`config.mk`:
```
export PLATFORM = sky130hd
export DESIGN_NAME = rxq_top
export DESIGN_NICKNAME = d
export VERILOG_FILES = /design/src/rtl/rxq_pkg.sv /design/src/rtl/rxq_store.sv /design/src/rtl/rxq_timer.sv /design/src/rtl/rxq_top.sv
export SDC_FILE = /design/constraint.sdc
export NUM_CORES = 1
export LEC_CHECK = 0
export BUFFER_PORTS_ARGS = -buffer_cell sky130_fd_sc_hd__buf_2
export CORE_MARGIN = 4
export CORE_UTILIZATION = 55
export DETAILED_ROUTE_END_ITERATION = 10
export GPL_ROUTABILITY_DRIVEN = 0
export PLACE_DENSITY_LB_ADDON = 0.2
export SKIP_CTS_REPAIR_TIMING = 1
export SYNTH_ARGS = -nofsm -noshare
export SYNTH_HDL_FRONTEND = slang
export SYNTH_SLANG_ARGS = --single-unit
export TNS_END_PERCENT = 20
```
`constraint.sdc`:
```
create_clock -name clk -period 2.8 [get_ports clk]
set_input_delay 0.42 -clock clk [delete_from_list [all_inputs] [get_ports clk]]
set_output_delay 0.42 -clock clk [all_outputs]
set_load 0.01 [all_outputs]
```
`src/rtl/rxq_pkg.sv`:
```
package rxq_pkg;

  localparam int DATA_W = 8;
  localparam int TAG_W  = 3;

  // Timeout window: CHAR_CNT characters of (MIN_BITS + wlen) bits plus EXTRA_BITS.
  localparam int CHAR_CNT   = 4;
  localparam int MIN_BITS   = 5;
  localparam int EXTRA_BITS = 12;
  localparam int MAX_LIMIT  = CHAR_CNT * (MIN_BITS + 3) + EXTRA_BITS;

  typedef struct packed {
    logic [TAG_W-1:0]  tags;
    logic [DATA_W-1:0] data;
  } rxq_entry_t;

  function automatic int unsigned trig_level(input logic [1:0] sel);
    case (sel)
      2'd0:    trig_level = 1;
      2'd1:    trig_level = 4;
      2'd2:    trig_level = 8;
      default: trig_level = 14;
    endcase
  endfunction

endpackage

```
`src/rtl/rxq_store.sv`:
```
module rxq_store
  import rxq_pkg::*;
#(
  parameter int DEPTH = 16,
  parameter int CNT_W = $clog2(DEPTH + 1)
) (
  input  logic             clk,
  input  logic             rst_n,
  input  logic             flush_i,
  input  logic             push_i,
  input  logic             pop_i,
  input  rxq_entry_t       din_i,
  output rxq_entry_t       head_o,
  output logic [CNT_W-1:0] count_o
);

  localparam int PTR_W = (DEPTH > 1) ? $clog2(DEPTH) : 1;
  localparam logic [PTR_W-1:0] LAST = PTR_W'(DEPTH - 1);

  rxq_entry_t       mem [DEPTH];
  logic [PTR_W-1:0] wptr_q, wptr_d, rptr_q, rptr_d;
  logic [CNT_W-1:0] cnt_q, cnt_d;
  logic             wr_ce;

  assign wr_ce = push_i && !flush_i;

  always_comb begin
    wptr_d = wptr_q;
    rptr_d = rptr_q;
    cnt_d  = cnt_q;
    if (flush_i) begin
      wptr_d = '0;
      rptr_d = '0;
      cnt_d  = '0;
    end else begin
      if (push_i) wptr_d = (wptr_q == LAST) ? '0 : wptr_q + 1'b1;
      if (pop_i)  rptr_d = (rptr_q == LAST) ? '0 : rptr_q + 1'b1;
      case ({push_i, pop_i})
        2'b10:   cnt_d = cnt_q + 1'b1;
        2'b01:   cnt_d = cnt_q - 1'b1;
        default: cnt_d = cnt_q;
      endcase
    end
  end

  always_ff @(posedge clk or negedge rst_n) begin
    if (!rst_n) begin
      wptr_q <= '0;
      rptr_q <= '0;
      cnt_q  <= '0;
    end else begin
      wptr_q <= wptr_d;
      rptr_q <= rptr_d;
      cnt_q  <= cnt_d;
    end
  end

  always_ff @(posedge clk) begin
    if (wr_ce) mem[wptr_q] <= din_i;
  end

  assign head_o  = mem[rptr_q];
  assign count_o = cnt_q;


  cnt_bound_chk: assert property (@(posedge clk) disable iff (!rst_n)
    cnt_q <= CNT_W'(DEPTH));


  push_grow_chk: assert property (@(posedge clk) disable iff (!rst_n)
    (push_i && !pop_i && !flush_i) |=> (cnt_q == $past(cnt_q) + 1'b1));


  pop_shrink_chk: assert property (@(posedge clk) disable iff (!rst_n)
    (pop_i && !push_i && !flush_i) |=> (cnt_q == $past(cnt_q) - 1'b1));

endmodule

```
`src/rtl/rxq_timer.sv`:
```
module rxq_timer
  import rxq_pkg::*;
(
  input  logic       clk,
  input  logic       rst_n,
  input  logic       active_i,
  input  logic       restart_i,
  input  logic       tick_i,
  input  logic [1:0] wlen_i,
  output logic       expired_o
);

  localparam int TO_W = $clog2(MAX_LIMIT + 1);

  logic [TO_W-1:0] limit;
  logic [TO_W-1:0] cnt_q, cnt_d;
  logic            exp_q, exp_d;
  logic            cnt_ce;

  always_comb begin
    limit = TO_W'(CHAR_CNT * (MIN_BITS + int'(wlen_i)) + EXTRA_BITS);
  end

  assign cnt_ce = !active_i || restart_i || (tick_i && !exp_q);

  always_comb begin
    cnt_d = cnt_q;
    exp_d = exp_q;
    if (!active_i || restart_i) begin
      cnt_d = '0;
      exp_d = 1'b0;
    end else if (tick_i && !exp_q) begin
      cnt_d = cnt_q + 1'b1;
      if (cnt_q + 1'b1 >= limit) exp_d = 1'b1;
    end
  end

  always_ff @(posedge clk or negedge rst_n) begin
    if (!rst_n) begin
      cnt_q <= '0;
      exp_q <= 1'b0;
    end else if (cnt_ce) begin
      cnt_q <= cnt_d;
      exp_q <= exp_d;
    end
  end

  assign expired_o = exp_q;


  to_restart_chk: assert property (@(posedge clk) disable iff (!rst_n)
    restart_i |=> !exp_q);


  to_early_chk: assert property (@(posedge clk) disable iff (!rst_n)
    (active_i && !restart_i && !tick_i && !exp_q) |=> !exp_q);

endmodule

```
`src/rtl/rxq_top.sv`:
```
module rxq_top
  import rxq_pkg::*;
#(
  parameter int DEPTH = 16,
  localparam int CNT_W = $clog2(DEPTH + 1)
) (
  input  logic              clk,
  input  logic              rst_n,
  input  logic              wr_en_i,
  input  logic [DATA_W-1:0] wr_data_i,
  input  logic [TAG_W-1:0]  wr_tags_i,
  input  logic              rd_en_i,
  input  logic              fifo_on_i,
  input  logic [1:0]        trig_sel_i,
  input  logic [1:0]        wlen_i,
  input  logic              bit_tick_i,
  input  logic              irq_en_i,
  output logic [DATA_W-1:0] head_data_o,
  output logic [TAG_W-1:0]  head_tags_o,
  output logic              empty_o,
  output logic [CNT_W-1:0]  fill_o,
  output logic              overrun_o,
  output logic              data_irq_o,
  output logic              timeout_irq_o
);

  rxq_entry_t       wr_entry, head;
  logic [CNT_W-1:0] count, cap;
  logic             mode_q;
  logic             flush, full, push, pop;
  logic             ovr_q, ovr_d;
  logic             tmo;
  int unsigned      trig_eff;

  assign wr_entry = '{tags: wr_tags_i, data: wr_data_i};
  assign flush    = (fifo_on_i != mode_q);
  assign cap      = fifo_on_i ? CNT_W'(DEPTH) : CNT_W'(1);
  assign full     = (count >= cap);
  assign pop      = rd_en_i && (count != '0) && !flush;
  assign push     = wr_en_i && !flush && (!full || pop);

  always_comb begin
    ovr_d = ovr_q;
    if (flush)                 ovr_d = 1'b0;
    else if (wr_en_i && !push) ovr_d = 1'b1;
    else if (rd_en_i)          ovr_d = 1'b0;
  end

  always_ff @(posedge clk or negedge rst_n) begin
    if (!rst_n) begin
      mode_q <= 1'b0;
      ovr_q  <= 1'b0;
    end else begin
      mode_q <= fifo_on_i;
      ovr_q  <= ovr_d;
    end
  end

  rxq_store #(.DEPTH(DEPTH), .CNT_W(CNT_W)) i_store (
    .clk     (clk),
    .rst_n   (rst_n),
    .flush_i (flush),
    .push_i  (push),
    .pop_i   (pop),
    .din_i   (wr_entry),
    .head_o  (head),
    .count_o (count)
  );

  rxq_timer i_timer (
    .clk       (clk),
    .rst_n     (rst_n),
    .active_i  (fifo_on_i && !flush && (count != '0)),
    .restart_i (push || pop),
    .tick_i    (bit_tick_i),
    .wlen_i    (wlen_i),
    .expired_o (tmo)
  );

  always_comb begin
    trig_eff = fifo_on_i ? trig_level(trig_sel_i) : 1;
  end

  assign empty_o       = (count == '0);
  assign fill_o        = count;
  assign head_data_o   = empty_o ? '0 : head.data;
  assign head_tags_o   = empty_o ? '0 : head.tags;
  assign overrun_o     = ovr_q;
  assign data_irq_o    = irq_en_i && !empty_o && (int'(count) >= trig_eff);
  assign timeout_irq_o = irq_en_i && tmo;


  ovr_discard_chk: assert property (@(posedge clk) disable iff (!rst_n)
    (wr_en_i && full && !rd_en_i && !flush) |=> (overrun_o && $stable(fill_o)));


  mode_flush_chk: assert property (@(posedge clk) disable iff (!rst_n)
    (fifo_on_i != mode_q) |=> (empty_o && !overrun_o));


  tmo_data_chk: assert property (@(posedge clk) disable iff (!rst_n)
    timeout_irq_o |-> !empty_o);


  rd_empty_chk: assert property (@(posedge clk) disable iff (!rst_n)
    (rd_en_i && empty_o && !wr_en_i && !overrun_o) |=> (empty_o && !overrun_o));


  irq_gate_chk: assert property (@(posedge clk) disable iff (!rst_n)
    !irq_en_i |-> (!data_irq_o && !timeout_irq_o));

endmodule

```
### Yosys cells after proc, flatten, opt, wreduce, memory -nomap -nowiden

Memories as Yosys holds them, arrays and structs flattened.
Index checks and enable logic that the tools add are counted.

* flip-flop bits (word level): 22
* RAM bits: 176
* output and inout bits: 20
* logic and storage cells: 81
* memories: 1

Memory list
* i_store.mem: depth 16, bits a word 11, read ports 1, clocked after Yosys merged registers in 0, wr ports 1, RTL line rxq_store.sv:20 `rxq_entry_t mem [DEPTH];`

* add/sub/neg operators: 7
* magnitude comparators: 3
* eq/ne operators: 7
* mux-type cells: 23
* reduce and logical (&&, ||, !) cells: 33

Operator list (count)
* $ge A5 B32 Y1: 1
* $mux W32: 1
* $mux W4: 6
* $logic_and A1 B1 Y1: 12
* $mux W6: 2
* $pmux W4 S3: 1
* $mux W5: 2
* $pmux W5 S2: 1
* $add A4 B1 Y4 const B: 2
* $eq A4 B4 Y1 const B: 2
* $mux W1: 8
* $mux W8: 1
* $reduce_bool A2 Y1: 4
* $add A6 B1 Y6 const B: 1
* $add A6 B5 Y6 const B: 1
* $ge A6 B6 Y1: 1
* $logic_not A1 Y1: 6
* $reduce_bool A3 Y1: 2
* $add A5 B1 Y5 const B: 1
* $ge A5 B5 Y1: 1
* $logic_not A5 Y1: 1
* $reduce_bool A5 Y1: 1
* $sub A5 B1 Y5 const B: 1
* $add A3 B2 Y4 const A: 1
* 8 further kinds: 13

### Depth between registers and ports, before layout

* depth after elaboration: 9
* gate-level depth with buffers: 10

### Hierarchy

Synthesis repeated with hierarchy kept, for this count alone.

* cells, all modules: 530
* area total of the unflattened synthesis: 8577.0 um^2

Modules (own cells, without submodules)
* rxq_store: instances 1, cells an instance 420, area an instance 7639.8 um^2, sequential area each 5610.4 um^2
* rxq_timer: instances 1, cells an instance 53, area an instance 513.0 um^2, sequential area each 175.2 um^2
* rxq_top: instances 1, cells an instance 57, area an instance 424.2 um^2, sequential area each 50.0 um^2

### Worst setup path after synthesis

No wires, ideal clock.

* path kind: register -> register
* start: reg i_store.cnt_q[0], in the netlist i_store.count_o[0]
* end: mem i_store.mem[3][0] (netlist bit), enable pin
* library setup time: 0.393 ns
* data arrival time: 2.402 ns
* slack: 0.005 ns
* cell stages (with the launch flop): 8
* path buffers: 0
* clock period less this slack: 2.795 ns
* cell sequence: dfrtp_1 > inv_1 > ha_1 > nor2_1 > a31o_4 > o211ai_1 > or2_2 > nor3_1

* cells in the longest elaborated chain, start to end: 8

RTL lines
* start: declaration: RTL line rxq_store.sv:22 `logic [CNT_W-1:0] cnt_q, cnt_d;`
* start signal: assignment: RTL line rxq_store.sv:54 `cnt_q <= cnt_d;`
* branches (longest 3 deep; another with $ge A5 B5 Y1)
* $logic_or A1 B1 Y1 (*): RTL line rxq_top.sv:40 `assign push = wr_en_i && !flush && (!full || pop);`
* $logic_and A1 B1 Y1 (*): RTL line rxq_top.sv:40
* $logic_and A1 B1 Y1 (*): RTL line rxq_store.sv:25 `assign wr_ce = push_i && !flush_i;`
* $mux W1 (*): RTL line rxq_store.sv:59 `if (wr_ce) mem[wptr_q] <= din_i;`
* $mux W1 (not written as such) (*): RTL line rxq_store.sv:59
* end: declaration: RTL line rxq_store.sv:20

Mark *: on every way between the ends.

### Worst setup path in the final report

* start: reg i_store.rptr_q[0]
* end: out head_tags_o[2]

* cells in the longest elaborated chain, start to end: 2

RTL lines
* start: declaration: RTL line rxq_store.sv:21 `logic [PTR_W-1:0] wptr_q, wptr_d, rptr_q, rptr_d;`
* start signal: assignment: RTL line rxq_store.sv:53 `rptr_q <= rptr_d;`
* $mem_v2 Z16 W11
* $mux W3: RTL line rxq_top.sv:87 `assign head_tags_o = empty_o ? '0 : head.tags;`
* end: declaration: RTL line rxq_top.sv:19 `output logic [TAG_W-1:0] head_tags_o,`

Every way passes these cells.

==> reports/qor.txt <==
Portion of total power attributed to sequential cells: 43.8%
Netlist cell types: 39
Internal power of the cells: 5680 uW
Met1 routed wirelength after detailed routing: 7080 um
Number of synthesized flops with an enable pin: 176
WS Path Type: flop to output pin
Antenna cell count: 0
Combinational share of power: 23.9%
Starting utilization of the core area: 56.5%
Number of DRC violations after detailed routing: 0
Maximum number of pins on one net before global-route repair: 45
Startpoint types: flop
Post-route ant nets: 0
Final worst-path cycle share: 98.4%
Register clock-pin slew on the reported worst setup and hold paths: 0.07 ns
Worst slew pin tran: 0.634 ns
Most instantiated flip-flop cell in the synthesis netlist: sky130_fd_sc_hd__edfxtp_1
Reg2Reg Setup Slack: 0.31 ns
Die H: 131 um
Met3 WL: 852 um
Clock sinks: 198
Worst slew slack as a fraction of its limit: 57.6%
Number of max-cap violations: 0
First-pass GRT wire length: 25100 um
Power dissipated by switching net loads: 2130 uW
Arrival time reported for the critical path endpoint: 2.34 ns
Static Leakage: 0.00327 uW
Setup Slack @ Placement: 0.288 ns
Die outline width: 131 um
Number of buffers inserted during clock tree synthesis: 17
Clock tree from TritonCTS: built
Half-perimeter wire length after detailed placement: 10300 um
Final Max Slew Viols: 0
Post-synthesis async set-or-reset flop share: 11.1%
I/O Pins: 42
Row Count: 44
IR drop worst, VDD: 0.000603 V
Sequential cell area fraction in the yosys report: 70.5%
Post-layout instance area: 9550 um^2
Maximum clock frequency: 363 MHz
# setup viols final: 0
Critical Path Fanout Max: 11
Number of filler cells placed in the layout: 1014
Synth Net Count: 502
Area delta synth->final: 15.3%
Die footprint: 17100 um^2
Final worst-path setup slack: 0.0449 ns
Root cell of the clock tree: sky130_fd_sc_hd__clkbuf_16
Worst setup skew after layout: 0.00451 ns
GRT Overall Usage: 20.5%
Cell Pwr Density: 818 nW/um^2
Cell count after synthesis: 460
Vias in the first global route: 4321
Highest signal layer in the routed design: met4
Number of warning messages in the yosys log: 0
Level count of the clock H-tree: 4
Critical Path Sink Type: output pin
Cell count of the worst reg-to-reg path: 9
Clock power frac: 32.3%
Cell Area, Placed: 8840 um^2
Worst Hold Class: input pin to flop
WP data required: 2.38 ns
End of the worst register-to-register path: i_store.count_o[4]
Met2 layer wire length in the routed design: 8450 um
Syn Std Cell Area: 8280 um^2
Final-report hold violation count: 0
Mean instance size in the synthesized netlist: 18.0 um^2
Core footprint: 14600 um^2
Hold Slack: 0.180 ns
Drt initial violations: 292
Vias per cell: 5.91
Worst-Skew Late Latency: 0.42 ns
FF-to-FF Start: i_store.count_o[1]
Initial antenna violation count: 0
IO buf count: 41
Bufs on Longest Clock Path: 2
Synthesis-stage register bit count: 198
Gr ovfl total: 0
DR vias: 4276
Number of nets at the end of the flow: 569
Sw Share: 27.2%
Detailed-router iteration count before antenna repair: 5
Layout cell share with drive strength beyond 1: 28.5%
Launch point of the critical path: i_store.rptr_q[0]
Crit path to: head_tags_o[2]
Drt total wl: 16600 um
Average wire per standard cell: 23.0 um
Post-route minimum period: 2.76 ns
Result of the run: completed
==> cell usage in the layout (no fill, tap or decap), drive strengths merged, types with 7 or more instances in the layout <==
master  instances
nand2b          7
xnor2          11
mux2i          25
ha             19
mux4           44
inv            12
buf            63
a21oi          12
edfxtp        176
dfrtp          22
clkbuf         21
o22ai          11
nor2           36
nand2          24
==> how the worst min path moves through the flow <==
| stage | startpoint | to | slack [ns] | cells after the start |
|---|---|---|---|---|
| floorplan | rst_n | i_store.count_o[0] | 0.12 | 0 |
| global placement | rst_n | i_timer.cnt_q[2] | 0.42 | 1 |
| detailed placement | rst_n | i_timer.cnt_q[1] | 0.42 | 1 |
| CTS | rst_n | i_timer.cnt_q[1] | -0.04 | 1 |
| global route | fifo_on_i | mode_q | 0.16 | 1 |
| finish | fifo_on_i | mode_q | 0.18 | 1 |
==> synth_stat cells (all sizes together) (7+ instances only) <==
cell type	n	area share [%]
ha	19	2.9
mux2i	25	3.0
nand2	24	1.1
mux4	44	12
dfrtp	22	6.6
inv	10	0.45
edfxtp	176	64
buf	9	0.54
nor2	36	1.6
xnor2	11	1.2
clkbuf	10	0.45
nand2b	7	0.53
a21oi	12	0.77
o22ai	11	0.83
==> kinds of logic after synthesis <==
group                      share of synthesized area, %
AOI/OAI and AO/OA                                  3.96
xor gates and xnor gates                           1.59
adders and majority gates                          3.11
buffers and inverters                              1.45
DFF                                                70.5
muxes                                              15.0
and+or+nand+nor                                    4.41
==> cell type report <==
type	count	area, um^2	area share [%]
clock buffer	19	433	4.53
clock inverter	13	179	1.87
inverter	10	37.5	0.393
multi-input combinational	233	2350	24.6
sequential	198	5840	61.1
tap	184	230	2.41
timing repair buffer	67	479	5.02
==> layer usage <==
layer,track usage (%),vias up
li1,-,1950
met1,28.4,2194
met2,32.8,115
met3,4.96,17
met4,6.05,0
met5,0,-
==> per-stage QoR <==
stage | utilization (%) | std cells | TNS (ns) | total power (uW)
after floorplan | - | 460 | 0 | 4670
after global placement | 60.3 | 687 | 0 | 5210
after detailed placement | 60.3 | 687 | 0 | 5230
after CTS | 64.5 | 719 | -0.345 | 7740
after global routing | 65.2 | 724 | -0.00291 | 8160
final | 65.2 | 724 | 0 | 7810
==> power groups by stage <==
| stage | Clock (uW) | Combinational [uW] | Sequential (uW) |
|---|---|---|---|
| CTS | 2560 | 1770 | 3400 |
| finish | 2520 | 1870 | 3420 |
| global route | 2700 | 2040 | 3430 |
| floorplan | 0 | 1240 | 3430 |
| global placement | 0 | 1750 | 3460 |
| detailed placement | 0 | 1770 | 3470 |
==> critical path: stages, from the launching register on <==
cell                        delay, ns
sky130_fd_sc_hd__dfrtp_2         0.54
sky130_fd_sc_hd__clkbuf_16       0.27
sky130_fd_sc_hd__mux4_2          0.51
sky130_fd_sc_hd__mux2i_1         0.30
sky130_fd_sc_hd__o22ai_1         0.12
sky130_fd_sc_hd__buf_2           0.17
==> state kept, by name (all words and copies together) (netlist names) <==
signal             cells
i_store.count_o        5
i_store.wptr_q         4
overrun_o              1
i_timer.cnt_q          6
mode_q                 1
i_store.rptr_q         4
i_store.mem          176
i_timer.expired_o      1
No activity file was read; power rests on OpenSTA's default activity.
